`src/rtl/wdt_guard.sv`:
```
module wdt_guard #(
  parameter int TIMEOUT    = 122880,
  parameter int HOLD       = 8192,
  parameter int UNLOCK_WIN = 4,
  parameter logic [7:0] TA_ADDR   = 8'h30,
  parameter logic [7:0] STAT_ADDR = 8'h10,
  parameter logic [7:0] CTRL_ADDR = 8'h20
) (
  input  logic       clk,
  input  logic       rst_n,
  input  logic [7:0] addr,
  input  logic [7:0] wdata,
  input  logic       wr_en,
  input  logic       rd_en,
  output logic [7:0] rdata,
  input  logic       rst_en,
  output logic       rst_req
);
  localparam int CW = $clog2(TIMEOUT);
  localparam int HW = $clog2(HOLD + 1);
  localparam int WW = $clog2(UNLOCK_WIN + 1);

  logic [CW-1:0] cnt;
  logic [HW-1:0] hold;
  logic [WW-1:0] win;
  logic          armed, flag;

  wire ta_wr   = wr_en && addr == TA_ADDR;
  wire restart = wr_en && addr == CTRL_ADDR && win != '0 && wdata[0];
  wire expire  = !restart && cnt == CW'(TIMEOUT - 1);
  wire clr     = rd_en && addr == STAT_ADDR && hold == '0;

  always_ff @(posedge clk or negedge rst_n) begin
    if (!rst_n) begin
      armed <= 1'b0;
      win   <= '0;
    end else begin
      if (win != '0) win <= win - 1'b1;
      if (wr_en) begin
        armed <= ta_wr && wdata == 8'hAA;
        win   <= (armed && ta_wr && wdata == 8'h55) ? WW'(UNLOCK_WIN) : '0;
      end
    end
  end

  always_ff @(posedge clk or negedge rst_n) begin
    if (!rst_n) begin
      cnt     <= '0;
      hold    <= '0;
      flag    <= 1'b0;
      rst_req <= 1'b0;
    end else begin
      cnt     <= (restart || expire) ? '0 : cnt + 1'b1;
      rst_req <= expire && rst_en;
      if (restart)          hold <= '0;
      else if (expire)      hold <= HW'(HOLD);
      else if (hold != '0)  hold <= hold - 1'b1;
      if (expire)   flag <= 1'b1;
      else if (clr) flag <= 1'b0;
    end
  end

  assign rdata = (addr == STAT_ADDR) ? {7'b0, flag} : 8'h00;


  pulse_single_chk: assert property (@(posedge clk) disable iff (!rst_n)
    rst_req |=> !rst_req);

  pulse_enabled_chk: assert property (@(posedge clk) disable iff (!rst_n)
    rst_req |-> $past(rst_en));

  pulse_sets_flag_chk: assert property (@(posedge clk) disable iff (!rst_n)
    rst_req |-> flag);

  hold_keeps_flag_chk: assert property (@(posedge clk) disable iff (!rst_n)
    hold != '0 |=> flag);

  clear_by_read_chk: assert property (@(posedge clk) disable iff (!rst_n)
    $fell(flag) |-> $past(rd_en && addr == STAT_ADDR));

  count_bound_chk: assert property (@(posedge clk) disable iff (!rst_n)
    cnt < CW'(TIMEOUT));

  window_bound_chk: assert property (@(posedge clk) disable iff (!rst_n)
    win <= WW'(UNLOCK_WIN));
endmodule

```
`config.mk`:
```
export PLATFORM = sky130hd
export DESIGN_NAME = wdt_guard
export DESIGN_NICKNAME = d
export VERILOG_FILES = /design/src/rtl/wdt_guard.sv
export SDC_FILE = /design/constraint.sdc
export NUM_CORES = 1
export LEC_CHECK = 0
export ABC_AREA = 1
export CAP_MARGIN = 15
export CORE_MARGIN = 4
export CORE_UTILIZATION = 35
export DETAILED_ROUTE_END_ITERATION = 8
export GPL_TIMING_DRIVEN = 0
export SLEW_MARGIN = 20
export SYNTH_ARGS = -nofsm -noshare
export SYNTH_HDL_FRONTEND = slang
export SYNTH_SLANG_ARGS = --single-unit
export TNS_END_PERCENT = 20
```
`constraint.sdc`:
```
create_clock -name clk -period 1.8 [get_ports clk]
set_input_delay 0.36 -clock clk [delete_from_list [all_inputs] [get_ports clk]]
set_output_delay 0.36 -clock clk [all_outputs]
set_load 0.03 [all_outputs]
```
; Yosys cells after proc, flatten, opt, wreduce, memory -nomap -nowiden
; Cells that the tools add are included.
[word_totals]
ff_bits = 37
latch_bits = 0
ramBits = 0
rom_bits = 0
output_inout_bits = 9
word_cells = 44
mem_count = 0
[classes]
add_sub_neg = 3
mul = 0
div_mod_pow = 0
magnitude_cmp = 0
n_eq_ne = 6
shifts = 0
mux = 10
n_bitwise = 0
reduce_logical = 19
[ops]
columns = operator, count
row1 = two-way mux 14 bit, 3
row2 = adder 17 x 1 -> 17 bit (second input constant), 1
row3 = equality test 17 bit (second input constant), 1
row4 = two-way mux 17 bit, 1
row5 = equality test 8 x 6 -> 1 bit (second input constant), 2
row6 = zero test 14 bit, 1
row7 = nonzero test 14 bit, 1
row8 = subtractor 14 x 1 -> 14 bit (second input constant), 1
row9 = logical AND 1 bit, 11
row10 = two-way mux 3 bit, 3
row11 = equality test 8 x 5 -> 1 bit (second input constant), 1
row12 = equality test 8 x 7 -> 1 bit (second input constant), 1
row13 = equality test 8 bit (second input constant), 1
row14 = nonzero test 3 bit, 2
row15 = nonzero test 2 bit, 2
row16 = two-way mux 1 bit, 3
row17 = subtractor 3 x 1 -> 3 bit (second input constant), 1
row18 = zero test 1 bit, 1
row19 = logical OR 1 bit, 1

; Depth between registers and ports, before layout
[depth]
word_depth = 8
ltp_mapped = 10
depth_no_buf = 10

; Least setup slack after synthesis
; Ideal clock, no wire load.
[synth_path]
path_type = register to register
start = reg hold[0]
end = reg hold[10]
setup_ps = 118
arrival_time_ps = 1329
setup_slack_ps = 353
path_stages_with_launch = 8
n_path_buf = 0
path_cell_list = dfrtp_1 > inv_1 > ha_1 > nand2_1 > nor2_4 > nand4_2 > nor2_2 > nor2_1
[synth_via]
elab_chain_len = 4
word_cells_on_any_way = 6
classes_between = add/sub: 1 / mux: 3 / reduce/logical: 2
[synth_rtl]
columns = item, line
row1 = "start, declared", 24  ; logic [HW-1:0] hold;
row2 = "start signal, assigned", 56  ; else if (expire) hold <= HW'(HOLD);
row3 = "start signal, assigned", 57  ; else if (hold != '0) hold <= hold - 1'b1;
row4 = subtractor 14 x 1 -> 14 bit, 57
row5 = two-way mux 14 bit, 57
row6 = two-way mux 14 bit, 56
row7 = two-way mux 14 bit, 55  ; if (restart) hold <= '0;
; Several ways; a longest one is shown, not always the timed one. The select of a mux whose other input is x is not followed.
; A chain may end at the register's enable or synchronous reset.

; Worst setup path in the final report
[layout_path]
start = in addr[7]
end = out rdata[0]
[layout_via]
elab_chain_len = 2
[layout_rtl]
columns = item, line
row1 = "start, declared", 11  ; input logic [7:0] addr,
row2 = equality test 8 x 5 -> 1 bit, 63  ; assign rdata = (addr == STAT_ADDR) ? {7'b0, flag} : 8'h00;
row3 = two-way mux 1 bit, 63
row4 = "end, declared", 15  ; output logic [7:0] rdata,
; No other way between the ends.

==> results.yml <==
status:
  outcome: "complete, no violations"
critical_path:
  reg2reg_slack_ns: 0.13
  reg2reg_depth: 9
  end_kind: "output port"
  critPathArrivalTime_ns: 1.35
  critPathKind: "input pin to output port"
  critPathLaunchType: "input pin"
  crit_required_ns: 1.44
  crit_path_max_fanout: 4
timing:
  setup_tns_ns: 0
  slew_violations: 0
  hold_viol_final: 0
  whs_ns: 0.466
  setup_viol: 0
  setup_ws_ns: 0.0890
  final.min_clock_period_ns: 1.71
  fin_crit_sh: 0.951
  fmax_mhz: 584
  rsz0062_at_grt: "true"
  finalClockSkew_ns: 0.00796
power:
  ir_drop_uv: 727
  pwr_density_cell_nw_per_um2: 887
  power.leakage_uw: 0.00144
yosys:
  synth_warnings: 0
  ys_seq_area_frac: 0.384
  syn-instance-count: 327
  ys_seq_elements: 37
  syn_area_um2: 2410
  synth_cell_types: 32
  avgSynthCellArea_um2: 7.37
global_routing:
  grt-ovfl-total: 0
  antenna_found_initial: 0
  grt_pass1_wl_um: 9300
  grt_pass1_vias: 2073
  grt_max_degree: 29
  gr-usage-all-layers: 0.136
final_layout:
  drive_gt1_frac: 0.166
  syn_to_final_growth_pct: 20.2
  nets: 391
  post-route-cell-area_um2: 2900
  fin_util: 0.443
  diodes: 0
  nFillCells: 678
route:
  ant_nets: 0
  drt_pass1_iterations: 6
  drc_errors: 0
  drt_iter0_markers: 92
  wl_per_cell_um: 11.6
  wirelength_um: 5150
  viasPerCell: 4.62
  vias: 2051
clock_tree:
  insertion_delay_ns: 0.29
  cts-root-buf: "clkbuf_8"
  clkSlewWorstSetupHoldPaths_ns: 0.07
  cts_buffers: 5
  cts.sinks: 37
  cts_buffer_depth: 2
  htreeDepth: 2
  cts_tree: "yes"
place:
  dpl_cell_area_um2: 2760
  place.gp.congestion: 0.855
  hpwl_um: 4100
  io_buffers: 22
  place_ws_ns: -0.515
die:
  dieWidth_um: 91.0
  core_um2: 6530
  chipHeight_um: 91.0
  num_rows: 29
  dieArea_um2: 8280
  initial_core_util: 0.369
  io_pins: 30
worst_hold_path:
  min_path_type: "flip-flop to flip-flop"
  min_path_cells: 1
flow_run:
  max-cap-violations: 0
[routing by layer]
layer	vias up	part of all wire	track usage
met3	4	0.025	0.0248
met5	-	0	0
li1	1084	-	-
met4	0	0.011	0.0427
met2	22	0.49	0.223
met1	941	0.48	0.183
[layout by cell type, fill, tap and decap left out, types with 3 or more instances in the layout]
| cell | instances |
|---|---|
| o21ai_0 | 5 |
| nor3_1 | 10 |
| inv_1 | 49 |
| nand4_1 | 12 |
| ha_1 | 3 |
| clkbuf_8 | 5 |
| dlymetal6s2s_1 | 4 |
| xor2_1 | 11 |
| dfrtp_1 | 37 |
| clkdlybuf4s50_1 | 16 |
| conb_1 | 7 |
| nand2_2 | 5 |
| nand2_1 | 60 |
| nor2_2 | 16 |
| nor2_1 | 60 |
| inv_2 | 5 |
| nand3_1 | 18 |
| buf_4 | 10 |
| a21oi_1 | 5 |
[synth_stat cells]
cell      number  area (um^2)
nor2_1        61          229
nand2_1       60          225
inv_1         50          188
dfrtp_1       37          926
nand3_1       18         90.1
nor2_2        15         93.8
nand4_1       12         75.1
xor2_1        11         96.3
nor3_1        10         50.1
buf_4          7         52.6
a21oi_1        5         25.0
nand2_2        5         31.3
o21ai_0        5         25.0
ha_1           4         50.1
inv_2          4         15.0
nand4_2        3         37.5
a21oi_2        2         17.5
nand3_2        2         20.0
nor2_4         2         22.5
o21ai_1        2         10.0
buf_12         1         20.0
conb_1         1         3.75
nand2_4        1         11.3
nand3_4        1         17.5
nand3b_1       1         7.51
nor3_4         1         16.3
nor3b_1        1         7.51
nor3b_2        1         12.5
o211a_1        1         10.0
o21bai_1       1         7.51
o31ai_1        1         7.51
xnor2_1        1         8.76
[logic make-up after synthesis]
family | Yosys count | synth area share
simple gates | 194 | 0.393
compound gates | 17 | 0.0426
other cells | 1 | 0.00156
buf+inv | 62 | 0.114
flops | 37 | 0.384
xor+xnor | 12 | 0.0436
fa+ha+maj | 4 | 0.0208
[metrics by stage]
stage / cells / total power (uW)
finish: 444 / 2570
global route: 444 / 2800
CTS: 443 / 2600
detailed placement: 433 / 2000
global placement: 432 / 1970
floorplan: 333 / 1780
[critical path, cell delays in order]
cell	delay, ns
clkdlybuf4s50_1	0.41
nor2_2	0.16
nand4_1	0.14
nor2_1	0.11
buf_4	0.17
[flip-flops by register name, indices dropped and copies added (netlist names)]
register / count
armed: 1
cnt: 17
flag: 1
hold: 14
rst_req: 1
win: 3
[worst paths after layout]
| path | startpoint | end |
|---|---|---|
| max | addr[7] | rdata[0] |
| min | win[0] | win[0] |
| max reg2reg | hold[0] | flag |
| min reg2reg | win[0] | win[0] |
| max in group asynchronous | rst_n | cnt[12] |
| min in group asynchronous | rst_n | hold[12] |
[repair_timing]
action / CTS / global route
setup buffers: 1 / 1
hold endpoints to repair: 9 / 0
pin swaps: 2 / 4
endpoints found under the setup margin: 1 / 12
gates cloned: 0 / 0
resized for setup: 7 / 7
hold buffers: 1 / 0
[layout make-up]
class	instances	area (um^2)	share of cell area
Multi-Input combinational cell	234	1240	0.430
Clock buffer	5	68.8	0.0238
Timing Repair Buffer	26	268	0.0924
Clock inverter	3	17.5	0.00605
Tap cell	77	96.3	0.0333
Sequential cell	37	926	0.320
Buffer	8	72.6	0.0251
Inverter	54	203	0.0700
[report_power, final]
group          internal (uW)  total, uW  switching [uW]
Combinational            321        811             490
Sequential              1020       1180             165
Clock                    267        579             311
Total                   1600       2570             966
No activity file was read; power rests on OpenSTA's default activity.
